File: src/rtl/bac_pkg.sv
package bac_pkg;
  typedef enum logic [1:0] {
    SRC_HOLD = 2'd0,
    SRC_INC  = 2'd1,
    SRC_LOAD = 2'd2,
    SRC_RPT  = 2'd3
  } addr_src_e;
endpackage

File: src/rtl/bac_src_sel.sv
module bac_src_sel
  import bac_pkg::*;
(
  input  logic      ads_ni,
  input  logic      cnt_en_ni,
  input  logic      rpt_ni,
  output addr_src_e src_o
);
  // priority: rewind, strobe, count, hold
  always_comb begin
    if (!rpt_ni)         src_o = SRC_RPT;
    else if (!ads_ni)    src_o = SRC_LOAD;
    else if (!cnt_en_ni) src_o = SRC_INC;
    else                 src_o = SRC_HOLD;
  end
endmodule

File: src/rtl/bac_rpt_reg.sv
module bac_rpt_reg #(
  parameter int AW = 19
) (
  input  logic          clk_i,
  input  logic          rst_ni,
  input  logic          load_i,
  input  logic          rpt_req_i,
  input  logic [AW-1:0] ext_addr_i,
  output logic [AW-1:0] rpt_addr_o,
  output logic          valid_o,
  output logic          err_o
);
  logic [AW-1:0] rpt_q;
  logic          valid_q;
  logic          err_q;

  always_ff @(posedge clk_i or negedge rst_ni) begin
    if (!rst_ni) begin
      rpt_q   <= '0;
      valid_q <= 1'b0;
      err_q   <= 1'b0;
    end else begin
      if (load_i) begin
        rpt_q   <= ext_addr_i;
        valid_q <= 1'b1;
      end
      err_q <= rpt_req_i && !valid_q;
    end
  end

  assign rpt_addr_o = rpt_q;
  assign valid_o    = valid_q;
  assign err_o      = err_q;

  AST_VALID_STICKY: assert property (@(posedge clk_i) disable iff (!rst_ni)
    valid_q |=> valid_q);
  AST_RPT_KEEP: assert property (@(posedge clk_i) disable iff (!rst_ni)
    !load_i |=> $stable(rpt_q));
endmodule

File: src/rtl/bac_addr_reg.sv
module bac_addr_reg
  import bac_pkg::*;
#(
  parameter int AW = 19
) (
  input  logic          clk_i,
  input  logic          rst_ni,
  input  addr_src_e     src_i,
  input  logic [AW-1:0] ext_addr_i,
  input  logic [AW-1:0] rpt_addr_i,
  output logic [AW-1:0] addr_o
);
  logic [AW-1:0] addr_q, addr_d;

  always_comb begin
    unique case (src_i)
      SRC_LOAD: addr_d = ext_addr_i;
      SRC_INC:  addr_d = addr_q + AW'(1); // wraps naturally
      SRC_RPT:  addr_d = rpt_addr_i;
      default:  addr_d = addr_q;
    endcase
  end

  always_ff @(posedge clk_i or negedge rst_ni) begin
    if (!rst_ni) addr_q <= '0;
    else         addr_q <= addr_d;
  end

  assign addr_o = addr_q;
endmodule

File: src/rtl/burst_addr_ctr.sv
module burst_addr_ctr
  import bac_pkg::*;
#(
  parameter int AW = 19
) (
  input  logic          clk_i,
  input  logic          rst_ni,
  input  logic [AW-1:0] ext_addr_i,
  input  logic          ads_ni,
  input  logic          cnt_en_ni,
  input  logic          rpt_ni,
  output logic [AW-1:0] addr_o,
  output logic          rpt_err_o
);
  addr_src_e     src;
  logic [AW-1:0] rpt_addr;
  logic          rpt_valid;

  bac_src_sel i_src_sel (
    .ads_ni    (ads_ni),
    .cnt_en_ni (cnt_en_ni),
    .rpt_ni    (rpt_ni),
    .src_o     (src)
  );

  bac_rpt_reg #(.AW(AW)) i_rpt_reg (
    .clk_i      (clk_i),
    .rst_ni     (rst_ni),
    .load_i     (src == SRC_LOAD),
    .rpt_req_i  (src == SRC_RPT),
    .ext_addr_i (ext_addr_i),
    .rpt_addr_o (rpt_addr),
    .valid_o    (rpt_valid),
    .err_o      (rpt_err_o)
  );

  bac_addr_reg #(.AW(AW)) i_addr_reg (
    .clk_i      (clk_i),
    .rst_ni     (rst_ni),
    .src_i      (src),
    .ext_addr_i (ext_addr_i),
    .rpt_addr_i (rpt_addr),
    .addr_o     (addr_o)
  );

  AST_LOAD: assert property (@(posedge clk_i) disable iff (!rst_ni)
    (rpt_ni && !ads_ni) |=> addr_o == $past(ext_addr_i));
  AST_INC: assert property (@(posedge clk_i) disable iff (!rst_ni)
    (rpt_ni && ads_ni && !cnt_en_ni) |=> addr_o == $past(addr_o) + AW'(1));
  AST_HOLD: assert property (@(posedge clk_i) disable iff (!rst_ni)
    (rpt_ni && ads_ni && cnt_en_ni) |=> $stable(addr_o));
  AST_REWIND: assert property (@(posedge clk_i) disable iff (!rst_ni)
    (!rpt_ni && rpt_valid) |=> addr_o == $past(rpt_addr));
  AST_LOAD_SAVES: assert property (@(posedge clk_i) disable iff (!rst_ni)
    (rpt_ni && !ads_ni) |=> rpt_valid && rpt_addr == $past(ext_addr_i));
  AST_ERR_SET: assert property (@(posedge clk_i) disable iff (!rst_ni)
    (!rpt_ni && !rpt_valid) |=> rpt_err_o);
  AST_ERR_CLR: assert property (@(posedge clk_i) disable iff (!rst_ni)
    (rpt_ni || rpt_valid) |=> !rpt_err_o);
  AST_RST_ERR: assert property (@(posedge clk_i)
    !rst_ni |-> !rpt_err_o);
endmodule

File: config.mk
export PLATFORM = sky130hd
export DESIGN_NAME = burst_addr_ctr
export DESIGN_NICKNAME = d
export VERILOG_FILES = /design/src/rtl/bac_pkg.sv /design/src/rtl/bac_src_sel.sv /design/src/rtl/bac_rpt_reg.sv /design/src/rtl/bac_addr_reg.sv /design/src/rtl/burst_addr_ctr.sv
export SDC_FILE = /design/constraint.sdc
export NUM_CORES = 1
export LEC_CHECK = 0
export ABC_CLOCK_PERIOD_IN_PS = 1550
export CAP_MARGIN = 15
export CORE_MARGIN = 3
export CORE_UTILIZATION = 30
export DETAILED_ROUTE_END_ITERATION = 12
export SLEW_MARGIN = 10
export SYNTH_ARGS = -nofsm -noshare
export SYNTH_HDL_FRONTEND = slang
export SYNTH_SLANG_ARGS = --single-unit
File: constraint.sdc
create_clock -name clk_i -period 1.55 [get_ports clk_i]
set_input_delay 0.3875 -clock clk_i [delete_from_list [all_inputs] [get_ports clk_i]]
set_output_delay 0.3875 -clock clk_i [all_outputs]
set_load 0.1 [all_outputs]
# ---- Yosys cells after proc, flatten, opt, wreduce, memory -nomap -nowiden
# Index checks and enable logic that the tools add are counted.
dict set report classes {
  n_addsub 1
  reduce_logical 3
  n_mux 4
  n_eq_ne 3
}
# cell n
set op_table {}
lappend op_table {{one-hot mux 19 bit (3 select lines)} 1}
lappend op_table {{adder 19 x 1 -> 19 bit (second input constant)} 1}
lappend op_table {{equality test 2 bit (second input constant)} 2}
lappend op_table {{two-way mux 2 bit} 2}
lappend op_table {{nonzero test 3 bit} 1}
lappend op_table {{equality test 2 x 1 -> 1 bit (second input constant)} 1}
lappend op_table {{logical AND 1 bit} 1}
lappend op_table {{zero test 1 bit} 1}
lappend op_table {{two-way mux 1 bit} 1}
dict set report totals {
  word_cells 15
  out_inout_bits 20
  register_bits 40
  input_bits 24
}

# ---- Longest topological paths before layout
dict set report logic_depth {
  ltp_word 5
  depth_mapped 6
  mapped_depth_nobuf 5
}

# ---- Hierarchy
# From an unflattened synthesis, not the netlist that was laid out.
dict set report unflattened {
  cells_unflattened 177
  area_unflattened_um2 2160.8
}
# mod cells_each instances seq_area_each_um2 area_each_um2
set modules_own_cells {}
lappend modules_own_cells {bac_addr_reg 128 1 475.5 1282.5}
lappend modules_own_cells {bac_rpt_reg 44 1 525.5 845.8}
lappend modules_own_cells {bac_src_sel 3 1 0.0 16.3}
lappend modules_own_cells {burst_addr_ctr 2 1 0.0 16.3}

# ---- Least setup slack after synthesis
# Ideal clock, no wire load.
dict set report synth_path {
  path_type {register -> register}
  from {register i_addr_reg.addr_q[0], in the netlist i_addr_reg.addr_o[0]}
  to {register i_addr_reg.addr_q[16], in the netlist i_addr_reg.addr_o[16]}
  setup_time_ns 0.083
  setup_slack_ns -0.962
  stages_incl_launch_ff 6
  synth_period_minus_slack_ns 2.512
  t_arrival_ns 2.430
  required_time_ns 1.467
  path_buffers 0
  path_cell_list {dfrtp_1 ha_1 nand3_1 or4_1 or3_1 a31oi_1}
}
dict set report synth_via {
  elab_chain_len 2
}
# item line_no
set synth_rtl {}
lappend synth_rtl {{start, declared} bac_addr_reg.sv:13} ;# logic [AW-1:0] addr_q, addr_d;
lappend synth_rtl {{start signal, assigned} bac_addr_reg.sv:26} ;# else addr_q <= addr_d;
lappend synth_rtl {{adder 19 x 1 -> 19 bit} bac_addr_reg.sv:18} ;# SRC_INC: addr_d = addr_q + AW'(1);
lappend synth_rtl {{one-hot mux 19 bit (3 select lines)} bac_addr_reg.sv:16} ;# unique case (src_i)
# No other way between the ends.
# A chain may end at the register's enable or synchronous reset.

# ---- Worst setup path in the final report
dict set report layout_path {
  from {register i_addr_reg.addr_q[5], in the netlist i_addr_reg.addr_o[5]}
  to {register i_addr_reg.addr_q[16], in the netlist i_addr_reg.addr_o[16]}
}
# Same word-level chain as after synthesis.

==> results.txt <==
----------------------------------------------------
[Run status]
  Result of the run ... finished, violations left
  Violated checks ... negative setup slack

[Logic synthesis]
  Yosys top cell area share ... 0.451
  Cell type contributing the most total cell area after synthesis ... sky130_fd_sc_hd__dfrtp_1
  Sequential-to-total area share from yosys stat ... 0.451
  Synthesized-area fraction occupied by ao, oa, aoi and oai cells ... 0.145
  Synthesized flop and latch total ... 40
  Share of synthesized flip-flops with an asynchronous set or reset ... 1.00
  Ranking of synthesized cells by area ... sky130_fd_sc_hd__dfrtp_1 45%, sky130_fd_sc_hd__nand2_1 12%, sky130_fd_sc_hd__o21ai_0 2.9%, sky130_fd_sc_hd__nor2_1 2.9%, sky130_fd_sc_hd__mux2i_1 2.7%
  Number of synthesis warnings ... 0
  Synthesized-area fraction occupied by and/or/nand/nor cells ... 0.309
  Synthesized cell area ... 2220 µm²
  Proportion of synthesized area in mux cells ... 0.0372
  Count of flip-flops with a built-in enable after synthesis ... 0
  Share of the synthesized netlist area taken by xor and xnor gates ... 0.0197
  Number of distinct library cell variants in the gate-level netlist after synthesis ... 48
  Ys flop type ... sky130_fd_sc_hd__dfrtp_1
  Post-Synth Adder-Cell Area ... 0.00564
  Cell count after synthesis ... 265
  Average cell area after synthesis ... 8.38 µm²
  Combinational family with the most area after synthesis ... simple AND/OR/NAND/NOR gates
  Net count of the mapped netlist ... 290

[Timing]
  RSZ-0062 raised after global routing ... true
  Final period demand of the worst path ... 1.64 ns
  Final clock skew ... 0.00481 ns
  Number of setup violations in the final report ... 3
  Slack of the critical path ... -0.0884 ns
  Final Hold Slack ... 0.0483 ns
  Number of hold violations in the final report ... 0
  Transition time at the pin with the least slew margin ... roughly 0.32 ns
  Final worst path period share ... 1.06
  Slew Viols, Final ... 0
  Worst-case headroom to the max-slew limit ... 0.786
  Fin Setup TNS ... -0.153 ns
  Maximum operating frequency ... 0.610 GHz

[Floorplanning]
  Area enclosed by the die boundary ... 8470 µm²
  Die Width ... 92.0 µm
  Core footprint ... between 6000 and 7000 µm²
  Starting utilization of the core area ... 0.318
  Row Count ... 30
  Die H ... 92.0 µm
  Number of placed I/O pins ... 44

[Routing]
  DRC errors left ... 0
  Met2 WL post-DR ... about 3.3 mm
  DRC marker count from the first detailed-route iteration ... 180
  Via density per instance ... 4.99
  Count of nets left with antenna violations after detail routing ... 0
  First-pass detailed-route iteration total ... 4
  Detailed-route wire length per cell ... 14.8 µm
  Top layer reached by signal wires ... met4
  Total via count in the routed design ... 2,260
  Routed WL ... 6.71 mm
  Routed metal-1 wire length ... 2.95 mm
  Met3 wirelength from detailed routing ... 387 µm

[Power]
  Design internal power ... 2.47 mW
  Part of the power in registers ... 0.341
  Switching power total ... 1.51 mW
  Ratio of total power to cell area ... 1070 nW/µm²
  Switching power share of the total ... 0.380
  Worst vdd rail ir drop ... 445 µV
  Leak Pwr ... 1.59 nW
  Portion of total power attributed to combinational logic ... 0.419
  Power share of the clock group ... 0.241

[Finish]
  Cell area after layout ... 3700 µm²
  Fin cells ... 453
  Number of nets in the layout ... 381
  Layout overhead on the synthesized area ... 66.7%
  N_diodes ... 0
  Proportion of layout cells with a drive suffix above 1 ... 0.373
  Number of fill cells in the layout ... between 600 and 700

[Global routing]
  Initial antenna violation count ... 0
  Via count of the first global-routing pass ... 2,237
  Global-route wire length before repair ... 11.0 mm
  Grt ovf ... 0
  GR Util All Layers ... 0.162
  Maximum number of pins on one net before global-route repair ... between 40 and 50

[Clocking]
  Clock buffer depth ... 2
  TritonCTS clock tree ... built
  Clock Sink Count ... 40
  Number of buffers created by CTS ... 5
  Clk Tree Root Cell ... sky130_fd_sc_hd__clkbuf_8
  Register clock-pin slew on the reported worst setup and hold paths ... 0.08 ns
  Number of H-tree levels ... 2
  Clock latency of the later-clocked register in the worst-skew pair ... 0.30 ns

[Critical path]
  Worst stage delay on the critical path ... between 0.5 and 0.6 ns
  Worst flop-to-flop path startpoint ... i_addr_reg.addr_o[5]
  Highest-delay cell along the critical path ... sky130_fd_sc_hd__or4_4
  Capture instance of the worst register-to-register path ... i_addr_reg.addr_o[16]
  Critical path capture point type ... flip-flop
  WP buf/inv ... 0
  Worst path top cell family by delay ... simple AND/OR/NAND/NOR gates
  Startpoint-to-endpoint class of the critical path ... flip-flop to flip-flop
  Worst Reg-to-Reg Cells ... 4
  Worst Path Arrival ... 1.86 ns
  Chain of cells forming the critical path ... nand3_1 > or4_4 > or3_1 > a31oi_1
  Critical path peak fanout ... 4
  Data required time of the worst path ... 1.77 ns
  Worst R2R Setup Slack ... -0.09 ns
  Kind of start point of the critical path ... flip-flop
  Launch point of the worst path ... i_addr_reg.addr_o[5]

[Worst hold path]
  Type of the tightest min-delay check ... input port to asynchronous set/reset pin

[Placed design]
  Half-perimeter wire length after placement ... 5.10 mm
  DP Area ... 3410 µm²
  I/O Buffers ... 43
  Pre-CTS WS ... -0.549 ns
  Placer Congestion ... 0.879
  Number of instances in the placed design ... 442

[Flow run]
  Number of max-cap violations ... 0

----------------------------------------------------
==> per-stage QoR <==
stage,power [mW],util
floorplan,2.24,-
global placement,2.96,0.489
detailed placement,2.99,0.489
CTS,3.97,0.515
global route,4.15,0.530
finish,3.98,0.530
==> logic make-up after synthesis <==
kind of cell	count (synthesis)
muxes	8
AOI/OAI and AO/OA	48
adders and majority gates	1
DFF	40
buffers and inverters	19
and+or+nand+nor	144
xor gates and xnor gates	5
==> sequential cells by signal, summed over array words and instances, names as in the netlist <==
| name | cells |
|---|---|
| i_addr_reg.addr_o | 19 |
| i_rpt_reg.err_o | 1 |
| i_rpt_reg.rpt_addr_o | 19 |
| i_rpt_reg.valid_o | 1 |
==> cells in the final DEF, fill, tap and decap left out, types with 2 or more instances in the layout <==
cell,count
sky130_fd_sc_hd__a21o_1,3
sky130_fd_sc_hd__a21oi_1,5
sky130_fd_sc_hd__a21oi_2,2
sky130_fd_sc_hd__a221oi_1,2
sky130_fd_sc_hd__a22oi_1,2
sky130_fd_sc_hd__a31oi_1,4
sky130_fd_sc_hd__and3_1,2
sky130_fd_sc_hd__buf_12,21
sky130_fd_sc_hd__buf_4,46
sky130_fd_sc_hd__buf_6,9
sky130_fd_sc_hd__clkbuf_8,7
sky130_fd_sc_hd__clkdlybuf4s50_1,19
sky130_fd_sc_hd__dfrtp_1,24
sky130_fd_sc_hd__dfrtp_2,2
sky130_fd_sc_hd__dfrtp_4,14
sky130_fd_sc_hd__inv_1,3
sky130_fd_sc_hd__mux2_2,2
sky130_fd_sc_hd__mux2i_1,6
sky130_fd_sc_hd__nand2_1,69
sky130_fd_sc_hd__nand2b_1,6
sky130_fd_sc_hd__nand3_1,9
sky130_fd_sc_hd__nand4_1,3
sky130_fd_sc_hd__nor2_1,17
sky130_fd_sc_hd__nor2b_1,4
sky130_fd_sc_hd__nor3_1,5
sky130_fd_sc_hd__nor3_2,3
sky130_fd_sc_hd__nor4_2,2
sky130_fd_sc_hd__nor4_4,3
sky130_fd_sc_hd__o211ai_1,2
sky130_fd_sc_hd__o21ai_0,11
sky130_fd_sc_hd__o21ai_1,2
sky130_fd_sc_hd__o2bb2ai_1,2
sky130_fd_sc_hd__o31ai_1,2
sky130_fd_sc_hd__or2_2,5
sky130_fd_sc_hd__or3_1,4
sky130_fd_sc_hd__or4_4,3
sky130_fd_sc_hd__xnor2_1,4
==> power groups by stage <==
stage	Combinational (mW)	Sequential, mW	Clock (mW)
global placement	1.59	1.37	0
CTS	1.64	1.35	0.975
global route	1.75	1.38	1.02
detailed placement	1.61	1.38	0
floorplan	0.336	1.91	0
finish	1.66	1.35	0.957
==> worst max path at each step <==
stage                                  to  slack, ns  depth (start not counted)
finish              i_addr_reg.addr_o[16]      -0.09                          4
global route        i_addr_reg.addr_o[17]      -0.14                          6
CTS                 i_addr_reg.addr_o[16]      -0.09                          5
detailed placement   i_addr_reg.addr_o[8]      -0.55                          6
global placement     i_addr_reg.addr_o[2]      -0.53                          6
floorplan           i_addr_reg.addr_o[16]      -0.34                          5
==> cells in the mapped netlist, types with 2 or more instances <==
| cell type | number |
|---|---|
| sky130_fd_sc_hd__a21o_1 | 3 |
| sky130_fd_sc_hd__a21oi_1 | 7 |
| sky130_fd_sc_hd__a221oi_1 | 2 |
| sky130_fd_sc_hd__a22oi_1 | 2 |
| sky130_fd_sc_hd__a31oi_1 | 5 |
| sky130_fd_sc_hd__and3_1 | 2 |
| sky130_fd_sc_hd__buf_1 | 2 |
| sky130_fd_sc_hd__clkbuf_1 | 12 |
| sky130_fd_sc_hd__dfrtp_1 | 40 |
| sky130_fd_sc_hd__inv_1 | 3 |
| sky130_fd_sc_hd__mux2_2 | 2 |
| sky130_fd_sc_hd__mux2i_1 | 6 |
| sky130_fd_sc_hd__nand2_1 | 70 |
| sky130_fd_sc_hd__nand2b_1 | 6 |
| sky130_fd_sc_hd__nand3_1 | 11 |
| sky130_fd_sc_hd__nand4_1 | 3 |
| sky130_fd_sc_hd__nor2_1 | 17 |
| sky130_fd_sc_hd__nor2b_1 | 4 |
| sky130_fd_sc_hd__nor3_1 | 8 |
| sky130_fd_sc_hd__nor4_1 | 5 |
| sky130_fd_sc_hd__o211ai_1 | 2 |
| sky130_fd_sc_hd__o21ai_0 | 13 |
| sky130_fd_sc_hd__o2bb2ai_1 | 2 |
| sky130_fd_sc_hd__o31ai_1 | 2 |
| sky130_fd_sc_hd__or2_2 | 5 |
| sky130_fd_sc_hd__or3_1 | 5 |
| sky130_fd_sc_hd__or4_1 | 2 |
| sky130_fd_sc_hd__xnor2_1 | 4 |
==> final cells by class <==
class | count | area (µm²) | share of cell area
timing repair buffer | 99 | 1090 | 0.296
clock inverter | 1 | 30.0 | 0.00812
clock buffer | 7 | 96.3 | 0.0260
sequential | 40 | 1060 | 0.285
multi-input combinational | 206 | 1290 | 0.348
tap | 96 | 120 | 0.0325
inverter | 4 | 15.0 | 0.00406
==> worst register-to-register path, stage by stage, from the launching register on <==
cell,delay (ns)
sky130_fd_sc_hd__dfrtp_4,0.43
sky130_fd_sc_hd__nand3_1,0.15
sky130_fd_sc_hd__or4_4,0.53
sky130_fd_sc_hd__or3_1,0.32
sky130_fd_sc_hd__a31oi_1,0.14
==> timing repair <==
item	CTS	global route
resized for setup	13	22
endpoints found under the setup margin	17	19
setup buffers	2	1
hold buffers	0	0
pin swaps	2	9
==> layer usage <==
metal,vias to the layer above,GRT usage
met1,1083,0.216
li1,1102,-
met2,67,0.276
met4,0,0.0384
met5,-,0
met3,8,0.0263
No activity file was read; power rests on OpenSTA's default activity.
